**config.mk**
```make
export PLATFORM = sky130hd
export DESIGN_NAME = wake_kick_irq_ctrl
export DESIGN_NICKNAME = d
export VERILOG_FILES = /design/src/rtl/wkic_pkg.sv /design/src/rtl/wkic_ctrl.sv /design/src/rtl/wkic_kick_edge.sv /design/src/rtl/wkic_flags.sv /design/src/rtl/wkic_gate.sv /design/src/rtl/wake_kick_irq_ctrl.sv
export SDC_FILE = /design/constraint.sdc
export NUM_CORES = 1
export LEC_CHECK = 0
export BUFFER_PORTS_ARGS = -buffer_cell sky130_fd_sc_hd__buf_4
export CORE_AREA = 2 2 39 41
export CTS_CLUSTER_SIZE = 40
export DETAILED_ROUTE_END_ITERATION = 7
export DIE_AREA = 0 0 41 43
export PLACE_DENSITY = 0.68
export SYNTH_ARGS = -nofsm -noshare
export SYNTH_HDL_FRONTEND = slang
export SYNTH_SLANG_ARGS = --single-unit
```
**constraint.sdc**
```tcl
create_clock -name clk -period 1.1 [get_ports clk]
set_input_delay 0.11 -clock clk [delete_from_list [all_inputs] [get_ports clk]]
set_output_delay 0.11 -clock clk [all_outputs]
set_load 0.03 [all_outputs]
```
**src/rtl/wkic_pkg.sv**
```systemverilog
// Shared constants for the wake/kickstart interrupt controller.
// Assumes an eight-bit control register whose bit positions are fixed by the
// software-visible map given in the brief.
package wkic_pkg;
    localparam int CTRL_W    = 8;
    localparam int FLAG_W    = 2;
    localparam int B_AUXBAT  = 7;
    localparam int B_OUT32K  = 6;
    localparam int B_XTAL    = 5;
    localparam int B_RCLREN  = 4;
    localparam int B_KEEPDRV = 3;
    localparam int B_RCLRIE  = 2;
    localparam int B_WAKEIE  = 1;
    localparam int B_KICKIE  = 0;
    localparam int F_WAKE    = 0;
    localparam int F_KICK    = 1;
endpackage

```
**src/rtl/wkic_ctrl.sv**
```systemverilog
// Extended control register. A write stores wdata. Whenever main supply is
// present, the 32 kHz output enable bit is forced to 1.
// Assumes the supply indication is already synchronous to clk.
module wkic_ctrl
    import wkic_pkg::*;
(
    input  logic              clk,
    input  logic              rst_n,
    input  logic              we,
    input  logic [CTRL_W-1:0] wdata,
    input  logic              vmain_ok,
    output logic [CTRL_W-1:0] ctrl_q
);
    logic [CTRL_W-1:0] force_mask;

    // Build the mask of bits that supply presence forces high.
    always_comb begin
        force_mask = '0;
        force_mask[B_OUT32K] = vmain_ok;
    end

    // Register update: write data, then OR in the forced bits.
    always_ff @(posedge clk) begin
        if (!rst_n)
            ctrl_q <= '0;
        else if (we)
            ctrl_q <= wdata | force_mask;
        else
            ctrl_q <= ctrl_q | force_mask;
    end


    force32k_chk: assert property (@(posedge clk) disable iff (!rst_n)
        vmain_ok |=> ctrl_q[B_OUT32K]);
endmodule

```
**src/rtl/wkic_kick_edge.sv**
```systemverilog
// Synchronizer and falling-edge detector for the kickstart input.
// Assumes the input is already debounced. Idle level is high.
// fall_o is a one-cycle pulse for each high-to-low transition.
module wkic_kick_edge #(
    parameter int SYNC_STAGES = 2
) (
    input  logic clk,
    input  logic rst_n,
    input  logic kick_n,
    output logic fall_o
);
    localparam int LAST = SYNC_STAGES - 1;

    logic [SYNC_STAGES-1:0] sync_q;
    logic                   prev_q;

    // Shift the raw input through the synchronizer and keep the previous level.
    always_ff @(posedge clk) begin
        if (!rst_n) begin
            sync_q <= '1;
            prev_q <= 1'b1;
        end else begin
            sync_q <= {sync_q[SYNC_STAGES-2:0], kick_n};
            prev_q <= sync_q[LAST];
        end
    end

    // A falling edge is a synchronized low whose previous level was high.
    always_comb fall_o = prev_q & ~sync_q[LAST];


    edge_single_chk: assert property (@(posedge clk) disable iff (!rst_n)
        fall_o |=> !fall_o);
endmodule

```
**src/rtl/wkic_flags.sv**
```systemverilog
// Sticky event flags. A set input raises its flag. A flag write clears each
// flag whose data bit is 0. A set in the same cycle wins over the clear.
module wkic_flags #(
    parameter int N = 2
) (
    input  logic         clk,
    input  logic         rst_n,
    input  logic [N-1:0] set_i,
    input  logic         clr_we,
    input  logic [N-1:0] clr_data,
    output logic [N-1:0] flag_o
);
    for (genvar i = 0; i < N; i++) begin : g_flag
        // One flag: set has priority over the clear-by-zero write.
        always_ff @(posedge clk) begin
            if (!rst_n)
                flag_o[i] <= 1'b0;
            else if (set_i[i])
                flag_o[i] <= 1'b1;
            else if (clr_we && !clr_data[i])
                flag_o[i] <= 1'b0;
        end


        flag_sticky_chk: assert property (@(posedge clk) disable iff (!rst_n)
            (flag_o[i] && !clr_we) |=> flag_o[i]);


        set_wins_chk: assert property (@(posedge clk) disable iff (!rst_n)
            set_i[i] |=> flag_o[i]);
    end
endmodule

```
**src/rtl/wkic_gate.sv**
```systemverilog
// Output gating. Combines the enabled flags with the supply state to drive
// the active-low power-control output, its enable and the interrupt.
// Purely combinational, so outputs follow flag and supply changes at once.
module wkic_gate
    import wkic_pkg::*;
(
    input  logic [CTRL_W-1:0] ctrl_q,
    input  logic [FLAG_W-1:0] flag_q,
    input  logic              vmain_ok,
    output logic              pwr_o,
    output logic              pwr_oe,
    output logic              irq_n
);
    logic [FLAG_W-1:0] enable;
    logic              active;

    // Map each flag to its enable bit in the control register.
    always_comb begin
        enable         = '0;
        enable[F_WAKE] = ctrl_q[B_WAKEIE];
        enable[F_KICK] = ctrl_q[B_KICKIE];
    end

    // Any enabled pending source requests power and, with supply, interrupts.
    always_comb begin
        active = |(flag_q & enable);
        pwr_o  = ~active;
        pwr_oe = vmain_ok | ctrl_q[B_KEEPDRV] | active;
        irq_n  = ~(active & vmain_ok);
    end
endmodule

```
**src/rtl/wake_kick_irq_ctrl.sv**
```systemverilog
// Top level of the wake-up and kickstart interrupt controller.
// Assumes all inputs except kick_n are synchronous to clk.
// kick_n is synchronized internally.
module wake_kick_irq_ctrl
    import wkic_pkg::*;
#(
    parameter int SYNC_STAGES = 2
) (
    input  logic              clk,
    input  logic              rst_n,
    input  logic              ctrl_we,
    input  logic              flag_we,
    input  logic [CTRL_W-1:0] wdata,
    input  logic              vmain_ok,
    input  logic              wake_hit,
    input  logic              kick_n,
    output logic [CTRL_W-1:0] ctrl_rd,
    output logic [FLAG_W-1:0] flag_rd,
    output logic              pwr_o,
    output logic              pwr_oe,
    output logic              irq_n
);
    logic              kick_fall;
    logic [FLAG_W-1:0] set_vec;

    wkic_ctrl u_ctrl (
        .clk      (clk),
        .rst_n    (rst_n),
        .we       (ctrl_we),
        .wdata    (wdata),
        .vmain_ok (vmain_ok),
        .ctrl_q   (ctrl_rd)
    );

    wkic_kick_edge #(.SYNC_STAGES(SYNC_STAGES)) u_edge (
        .clk    (clk),
        .rst_n  (rst_n),
        .kick_n (kick_n),
        .fall_o (kick_fall)
    );

    // Route the event strobes to their flag positions.
    always_comb begin
        set_vec         = '0;
        set_vec[F_WAKE] = wake_hit;
        set_vec[F_KICK] = kick_fall;
    end

    wkic_flags #(.N(FLAG_W)) u_flags (
        .clk      (clk),
        .rst_n    (rst_n),
        .set_i    (set_vec),
        .clr_we   (flag_we),
        .clr_data (wdata[FLAG_W-1:0]),
        .flag_o   (flag_rd)
    );

    wkic_gate u_gate (
        .ctrl_q   (ctrl_rd),
        .flag_q   (flag_rd),
        .vmain_ok (vmain_ok),
        .pwr_o    (pwr_o),
        .pwr_oe   (pwr_oe),
        .irq_n    (irq_n)
    );


    irq_needs_supply_chk: assert property (@(posedge clk) disable iff (!rst_n)
        !vmain_ok |-> irq_n);


    oe_with_supply_chk: assert property (@(posedge clk) disable iff (!rst_n)
        vmain_ok |-> pwr_oe);


    irq_implies_pwr_chk: assert property (@(posedge clk) disable iff (!rst_n)
        !irq_n |-> !pwr_o);
endmodule

```
==> metrics.md, run 1 <==
| Metric | Value |
|---|---|
| Post-CTS Setup Repair Bufs | 0 |
| Row Count | 14 |
| Die width | 41 µm |
| TritonCTS clock tree | yes |
| Clk buf depth | 2 |
| Combinational fraction of design power | 0.220 |
| Psw | 0.2644 mW |
| Outcome | complete, but fails checks |
| Minimum clock period | roughly 1.4 ns |
| MaxCap Viol Count | 0 |
| Post-Route WL | 977 µm |
| Fmax | approximately 700 MHz |
| Final Net Count | 95 |
| Max-slew headroom | 0.8754 |
| Mapped Area | 491.7 µm² |
| Proportion of layout cells with a drive suffix above 1 | 0.5443 |
| Clock Power Share | 0.279 |
| Layout area overhead | 60.05% |
| WL/cell | 10.28 µm |
| Overall power | between 1 and 1.5 mW |
| Setup crit start kind | flip-flop |
| Failing checks | negative setup slack |
| Crit Path Max Fanout | 2 |
| Dpl cells | 91 |
| Vias in the first global route | 408 |
| Clk_lat worst skew | 0.27 ns |
| Post-synth top area cell | dfxtp_1 |
| DR vias/cell | 4.400 |
| Register area share after synthesis | 0.5293 |
| Vias | 418 |
| Count of pins over their slew limit | 0 |
| Endpoints failing hold | 0 |
| Synth Area per Inst | approximately 11 µm² |
| CTS Sinks | 13 |
| CTS Hold Bufs | 0 |
| Clock Pin Slew Worst Setup and Hold Paths | roughly 0.080 ns |
| Flop-to-flop setup slack | 0.27 ns |
| Final count of negative-setup-slack endpoints | 3 |
| Clk root buf | clkbuf_4 |
| GRT Total Usage | 0.1300 |
| Cells after Synth | 45 |
| Final setup margin | -0.2989 ns |
| DRT iter0 DRCs | 2 |
| Internal power | 0.7549 mW |
| Crit path required time | 0.99 ns |
| Critical path type | reg2out |
| Tcrit/Tclk final | 1.272 |
| DR pass1 iterations | 4 |
| Starting density of the core | 0.3553 |
| Area share of the largest cell type after synthesis | 0.5293 |
| TritonCTS buffer count | 3 |
| CP endpoint kind | output pin |
| HP Class | in2reg |
| Post-DRT Antenna Nets | 0 |
| Leakage | about 0.38 nW |
| Remaining DRCs | 0 |
| Initial antenna violation count | 0 |
| Die ar. | around 1800 µm² |
| Setup_tns | -0.5708 ns |
| Grt ovf | 0 |
| Switching share of power | 0.2594 |
| Tightest Pin Transition | 0.1817 ns |
| RSZ-0062 raised after global routing | true |
| Count of cell types in the netlist | 14 |
| Antenna cells | 0 |
| Global placer's final weighted congestion | 0.6773 |
| Sequential power share | 0.501 |
| Port buffer count | 27 |
| Core box area | 1384 µm² |
| H-Tree Depth | 1 |
| Chip Height | 43 µm |
| Yosys warns | 0 |
| PwrDens | 1295 nW/µm² |
| Critical Path AT | 1.29 ns |
| Seq cells post-synth | 13 |
| Largest net degree at the start of global routing | 14 |
| I/O pin cnt | 28 |
| Layout Cells excl Fill | between 90 and 100 |
| Net count after synthesis | 60 |
| Setup Skew | roughly 0.0071 ns |
| Peak VDD IR | 619.2 µV |
| First-pass GRT wire length | 1524 µm |
| Synth area leaders | dfxtp_1 53%, mux2i_1 14%, nor2b_1 8.9% |
-- power by group through the flow --
stage	logic, mW	registers, mW	clock network (mW)
after CTS	0.226	0.510	0.291
final	0.224	0.510	0.285
after floorplan	0.0726	0.567	0
after global routing	0.242	0.514	0.310
after detailed placement	0.220	0.521	0
after global placement	0.218	0.521	0
-- layer usage --
layer	track usage	share of wire
met1	0.1336	0.42
met2	0.2156	0.48
met3	0.03665	0.092
met4	0.08000	0.0061
met5	0	0
-- synthesized netlist by cell type (all sizes together) --
library cell and count:
dfxtp 13, mux2i 7, nor2b 7, nand2b 4
inv 3, a21boi 2, o21ai 2, a22o 1
buf 1, clkbuf 1, mux2 1, nand2 1
o21a 1, or3 1
-- kinds of logic (layout without fill, tap and decap cells) --
logic type | after synthesis | in the layout | share of synthesized area
muxes | 8 | 8 | 0.1730
and+or+nand+nor | 13 | 13 | 0.1603
AOI/OAI and AO/OA | 6 | 6 | 0.08397
buffers and inverters | 5 | 39 | 0.05342
DFF | 13 | 13 | 0.5293
-- placed cells by master (no fill, tap or decap), drive strengths merged --
cell type | netlist | final
nand2b | 4 | 4
dfxtp | 13 | 13
a21boi | 2 | 2
buf | 1 | 32
clkbuf | 1 | 4
nand2 | 1 | 1
a22o | 1 | 1
o21ai | 2 | 2
nor2b | 7 | 7
mux2 | 1 | 1
mux2i | 7 | 7
inv | 3 | 3
or3 | 1 | 1
o21a | 1 | 1
-- critical path, stage by stage, from the launching register on --
cell	delay, ns
dfxtp_2	0.32
a22o_1	0.23
or3_4	0.33
buf_6	0.14
-- final timing paths --
kind                    start                to  cells past startpoint
max          u_ctrl.ctrl_q[1]            pwr_oe                      3
min                    kick_n  u_edge.sync_q[0]                      2
max reg2reg  u_ctrl.ctrl_q[6]  u_ctrl.ctrl_q[6]                      2
min reg2reg  u_edge.sync_q[0]  u_edge.sync_q[1]                      1
-- flip-flops by register name (all words and copies together) (netlist names) --
signal,count
u_ctrl.ctrl_q,8
u_edge.prev_q,1
u_edge.sync_q,2
u_flags.flag_o,2
-- stage by stage --
stage	hold slack, ns	utilization	cell area [µm²]	worst slack, ns
final	0.01986	0.5687	787.0	-0.2989
after global routing	0.01763	0.5687	787.0	-0.3401
after CTS	0.01960	0.5687	787.0	-0.3043
after detailed placement	0.2990	0.5398	747.0	-0.02651
after global placement	0.2939	0.5398	747.0	-0.02259
after floorplan	0.1830	-	501.7	-0.01286
-- repair_timing --
action | CTS | global route
hold endpoints to repair | 0 | 0
pin swaps | 1 | 0
setup endpoints to repair | 3 | 3
resized for setup | 5 | 0
-- area by class of cell --
| type | instances | area (µm²) |
|---|---|---|
| Inverter | 3 | 11.26 |
| Tap cell | 16 | 20.02 |
| Sequential cell | 13 | 265.3 |
| Multi-Input combinational cell | 27 | 212.7 |
| Fill cell | 134 | 596.8 |
| Timing Repair Buffer | 32 | 251.5 |
| Clock buffer | 4 | 26.28 |
Note: power is estimated with default switching activity, not from simulation.
==> run 2: changes to the inputs <==
Settings changed: GPL_TIMING_DRIVEN set to 0.
Clock period 1.1 ns to 1.5 ns, I/O delays scaled along.
==> run 2 against run 1 <==
- the run now ends clean
- cell count down 4.2%
- critical endpoint unchanged
- core utilization down 3.4 points
- via count down 1.7%
- non-clock buffer count down 4
- sequential share of layout area up 1.8 points
- die area unchanged
- critical path depth unchanged
- setup slack better by 0.34 ns
- combinational power down 34%
- count of clock-buffer cells in the layout unchanged
- sequential power down 26%
==> metrics.md, run 2 (same netlist as run 1, synthesis figures left out) <==
| Metric | Value |
|---|---|
| Outcome | completed |
| Most common cell after layout, fill and taps aside | buf_4 |
| Clock Pin Slew Worst Setup and Hold Paths | 0.07 ns (about the same) |
| I/O pin cnt | 28 (unchanged) |
| Largest net degree at the start of global routing | 11 (-3) |
| Core box area | 1384 µm² (unchanged) |
| Leakage | 0.3542 nW (-7.7%) |
| Antenna cells | 0 (unchanged) |
| Crit path cell chain | a22o_1, or3_1, buf_6 |
| Overall power | 0.7326 mW (-28%) |
| Fmax | 687.3 MHz |
| Clk_lat worst skew | 0.26 ns (about the same) |
| Final setup margin | 0.04493 ns (+0.3438 ns) |
| Vias in the first global route | 358 (-12%) |
| Die width | 41 µm (unchanged) |
| Endpoints failing hold | 0 (unchanged) |
| Remaining DRCs | 0 (unchanged) |
| RSZ-0062 raised after global routing | true |
| Grt ovf | 0 (unchanged) |
| CP endpoint kind | output pin |
| Hold Startpoint | kick_n |
| DR pass1 iterations | 2 (-2) |
| Final Net Count | 91 (-4.2%) |
| Pre-CTS setup slack | 0.3146 ns (+0.3411 ns) |
| Die ar. | 1763 µm² (unchanged) |
| Final count of negative-setup-slack endpoints | 0 (-3) |
| Crit path required time | 1.35 ns (+0.36 ns) |
| Commonest cells after routing, fill and taps aside | 25 x buf_4, 11 x dfxtp_1, 7 x mux2i_1, 7 x nor2b_1, 4 x nand2b_1 |
| Reg with most FFs | u_ctrl.ctrl_q |
| Critical path type | reg2out |
| CP peak stage delay | 0.33 ns (about the same) |
| Post-DRT Antenna Nets | 0 (unchanged) |
| Minimum clock period | 1.455 ns |
| PwrDens | 990.7 nW/µm² (-24%) |
| CTS Hold Bufs | 0 (unchanged) |
| Peak VDD IR | 650.3 µV (+5.0%) |
| Max-slew headroom | 0.7808 (-0.09465) |
| TritonCTS buffer count | 3 (unchanged) |
| Vias | 411 (-1.7%) |
| R2R depth | 2 (unchanged) |
| TritonCTS clock tree | yes |
| Tcrit/Tclk final | 0.9700 |
| HP Class | in2reg |
| Slowest stage cell, crit path | dfxtp_2 |
| Port buffer count | 26 (-3.7%) |
| Crit Path Max Fanout | 3 (+1) |
| WL/cell | 10.18 µm (-1.1%) |
| Fill count | 132 (-1.5%) |
| DRT iter0 DRCs | 2 (unchanged) |
| Initial antenna violation count | 0 (unchanged) |
| Clk buf depth | 2 (unchanged) |
| Setup Skew | 0.0001234 ns (-0.007025 ns) |
| Top Registers | u_ctrl.ctrl_q: 8 flops, u_edge.sync_q: 2 flops, u_flags.flag_o: 2 flops |
| DR vias/cell | 4.516 (+2.6%) |
| MaxCap Viol Count | 0 (unchanged) |
| Row Count | 14 (unchanged) |
| Largest register FFs | 8 (unchanged) |
| Post-Route WL | 926 µm (-5.2%) |
| GRT Total Usage | 0.1304 (+0.0003945) |
| Hold depth | 2 (unchanged) |
| HPWL after DPL | around 700 µm |
| Proportion of layout cells with a drive suffix above 1 | 0.4400 (-0.1043) |
| Global placer's final weighted congestion | 0.5671 (-16%) |
| Critical Path AT | 1.31 ns (+0.02 ns) |
| Count of pins over their slew limit | 0 (unchanged) |
| Layout area overhead | 50.38% |
| RR Startpoint | u_ctrl.ctrl_q[6] |
| Critical path origin | u_flags.flag_o[0] |
| Setup crit start kind | flip-flop |
| H-Tree Depth | 1 (unchanged) |
| CTS Sinks | 13 (unchanged) |
| Starting density of the core | 0.3553 (unchanged) |
| Clk root buf | clkbuf_4 |
| Hold slack | 0.06323 ns (+0.04338 ns) |
| Tightest Pin Transition | 0.3288 ns (+0.1472 ns) |
| First-pass GRT wire length | 1504 µm (-1.3%) |
| Chip Height | 43 µm (unchanged) |
## run 2: final timing paths
path,slack [ns],endpoint
min reg2reg,0.41,u_edge.sync_q[1]
max reg2reg,0.66,u_ctrl.ctrl_q[6]
min,0.06,u_edge.sync_q[0]
max,0.04,pwr_oe
## run 2: cell type report
cell class              count  area [µm²]  share of cell area
plain buffers               2       15.01             0.02030
clock buffers               4       26.28             0.03553
inverters                   3       11.26             0.01523
multi-input cells          27       205.2              0.2775
flip-flops and latches     13       262.8              0.3553
well taps                  16       20.02             0.02707
repair buffers             26       198.9              0.2690
## run 2: per-layer routing
metal / vias up / routed length [µm] / global-route usage
li1: 205 / - / -
met4: 0 / 8 / 0.08000
met5: - / 0 / 0
met3: 2 / 104 / 0.05236
met1: 184 / 385 / 0.1743
met2: 20 / 429 / 0.1688
## run 2: timing repair
| item | CTS | global route |
|---|---|---|
| setup buffers | 0 | 0 |
| endpoints found under the setup margin | 0 | 1 |
| resized for setup | 0 | 3 |
## run 2: report_power, final
| group | total, mW | switching, mW | internal, mW | leakage [nW] |
|---|---|---|---|---|
| sequential | 0.375 | 0.0102 | 0.365 | 0.108 |
| combinational | 0.148 | 0.0734 | 0.0751 | 0.231 |
| clock | 0.209 | 0.106 | 0.103 | 0.0150 |
| total | 0.733 | 0.190 | 0.543 | 0.354 |
## run 2: critical path: cells and delay by family, from the launching register on
family | cells | cell delay, ns
compound gates | 1 | 0.24
buf+inv | 1 | 0.15
flops | 1 | 0.33
simple gates | 1 | 0.32
## run 2: stage by stage
stage | utilization | setup TNS, ns | std cells | cell area (µm²)
final | 0.5344 | 0 | 91 | 739.5
after CTS | 0.5298 | 0 | 91 | 733.2
after detailed placement | 0.5109 | 0 | 87 | 706.9
after global placement | 0.5109 | 0 | 87 | 706.9
after global routing | 0.5344 | -0.01314 | 91 | 739.5
after floorplan | - | 0 | 45 | 491.7
==> run 3: changes to the inputs <==
Settings changed: PLACE_DENSITY 0.68 to 0.69.
==> run 3 against run 2 <==
- non-clock buffer count unchanged
- sequential power is essentially flat
- total power about the same
- fmax about the same
- sequential share of layout area fell by 0.11 points
- core utilization is 0.090 points lower
- global-route usage fell by 1.4 points
- cell count unchanged
- highest routed layer unchanged
==> metrics.md, run 3 (same netlist as run 1, synthesis figures left out) <==
| Metric | Value |
|---|---|
| Crit path required time | 1.35 ns (about the same) |
| Core Util, Final | 0.5335 (-0.0009040) |
| Grt ovf | 0 (unchanged) |
| Leakage | 0.3538 nW (about the same) |
| Port buffer count | 26 (unchanged) |
| Post-CTS Setup Repair Bufs | 0 (unchanged) |
| PwrDens | 992.8 nW/µm² (+0.21%) |
| Clk buf depth | 2 (unchanged) |
| Vias | 398 (-3.2%) |
| Minimum clock period | 1.456 ns (+0.0006609 ns) |
| Top Registers | u_ctrl.ctrl_q: 8 flops, u_edge.sync_q: 2 flops, u_flags.flag_o: 2 flops |
| DR pass1 iterations | 4 (+2) |
| Initial antenna violation count | 0 (unchanged) |
| Final Net Count | 91 (unchanged) |
| Proportion of layout cells with a drive suffix above 1 | 0.4267 (-0.01333) |
| Critical Path AT | 1.31 ns (about the same) |
| HP Class | in2reg |
| Final count of negative-setup-slack endpoints | 0 (unchanged) |
| Max-slew headroom | 0.7738 (-0.006948) |
| Starting density of the core | 0.3553 (unchanged) |
| Tcrit/Tclk final | 0.9705 (about the same) |
| DP Area | 706.9 µm² (unchanged) |
| TritonCTS buffer count | 3 (unchanged) |
| Most common cell after layout, fill and taps aside | buf_4 |
| CP endpoint kind | output pin |
| DR vias/cell | 4.374 (-3.2%) |
| Crit Path Max Fanout | 3 (unchanged) |
| TritonCTS clock tree | yes |
| Antenna cells | 0 (unchanged) |
| I/O pin cnt | 28 (unchanged) |
| Setup Skew | 0.0002874 ns (+0.0001640 ns) |
| GRT Total Usage | 0.1163 (-0.01416) |
| Tightest Pin Transition | 0.3393 ns (+0.01042 ns) |
| H-Tree Depth | 1 (unchanged) |
| CTS Sinks | 13 (unchanged) |
| Clk root buf | clkbuf_4 |
| Post-DRT Antenna Nets | 0 (unchanged) |
| Peak VDD IR | 582.2 µV (-10%) |
| Reg with most FFs | u_ctrl.ctrl_q |
| Setup_tns | 0 ns (unchanged) |
| Row Count | 14 (unchanged) |
| Chip Height | 43 µm (unchanged) |
| Post-Route WL | 949 µm (+2.5%) |
| CTS Hold Bufs | 0 (unchanged) |
| Fmax | 686.9 MHz (about the same) |
| Remaining DRCs | 0 (unchanged) |
| # resized after CTS | 0 (unchanged) |
| HPWL after DPL | 708.3 µm (+1.1%) |
| Setup crit start kind | flip-flop |
| Endpoints failing hold | 0 (unchanged) |
| Commonest cells after routing, fill and taps aside | 25 x buf_4, 12 x dfxtp_1, 7 x mux2i_1, 7 x nor2b_1, 4 x nand2b_1 |
| Layout area overhead | 50.13% |
| Hold slack | 0.06321 ns (-0.00002230 ns) |
| Clk_lat worst skew | 0.26 ns (about the same) |
| Critical path type | reg2out |
| DRT iter0 DRCs | 1 (-1) |
| Overall power | 0.7329 mW (about the same) |
| Outcome | completed |
| Die width | 41 µm (unchanged) |
| Vias in the first global route | 319 (-11%) |
| Final Cell Area | 738.2 µm² (-0.17%) |
| Clock Pin Slew Worst Setup and Hold Paths | 0.07 ns (about the same) |
| Count of pins over their slew limit | 0 (unchanged) |
| Largest register FFs | 8 (unchanged) |
| Largest net degree at the start of global routing | 11 (unchanged) |
| Die ar. | 1763 µm² (unchanged) |
| Core box area | 1384 µm² (unchanged) |
| WL/cell | 10.43 µm (+2.5%) |
| First-pass GRT wire length | 1366 µm (-9.2%) |
| Global placer's final weighted congestion | 0.5597 (-1.3%) |
| MaxCap Viol Count | 0 (unchanged) |
| RSZ-0062 raised after global routing | true |
[run 3: cell type report]
type	count	area [µm²]
inverters	3	11.26
repair buffers	26	198.9
well taps	16	20.02
plain buffers	2	15.01
fillers	140	645.6
clock buffers	4	26.28
multi-input cells	27	205.2
flip-flops and latches	13	261.5
[run 3: report_power, final]
part	switching, mW	internal (mW)	leakage, nW
clock	0.106	0.103	0.0150
combinational	0.0734	0.0750	0.231
sequential	0.0110	0.365	0.108
total	0.190	0.543	0.354
[run 3: worst paths after layout]
path | start | to | slack (ns) | cells after the start
worst max-delay path | u_flags.flag_o[0] | pwr_oe | 0.04 | 3
worst min-delay path | kick_n | u_edge.sync_q[0] | 0.06 | 2
worst max register to register | u_ctrl.ctrl_q[6] | u_ctrl.ctrl_q[6] | 0.66 | 2
worst min register to register | u_edge.sync_q[0] | u_edge.sync_q[1] | 0.41 | 1
[run 3: routing by layer]
metal | track usage | vias up | routed length, µm
met1 | 0.1711 | 169 | 472
met2 | 0.1406 | 20 | 370
met4 | 0.08000 | 0 | 13
li1 | - | 207 | -
met5 | 0 | - | 0
met3 | 0.03141 | 2 | 93
[run 3: per-stage QoR]
step / std cells / setup slack, ns
after floorplan: 45 / 0.2212
after detailed placement: 87 / 0.3204
after global placement: 87 / 0.3185
after CTS: 91 / 0.01564
after global routing: 91 / -0.01643
final: 91 / 0.04427
[run 3: critical path, stage by stage (launching register included)]
cell and delay, ns:
dfxtp_2 0.33, a22o_1 0.24, or3_1 0.32, buf_6 0.15
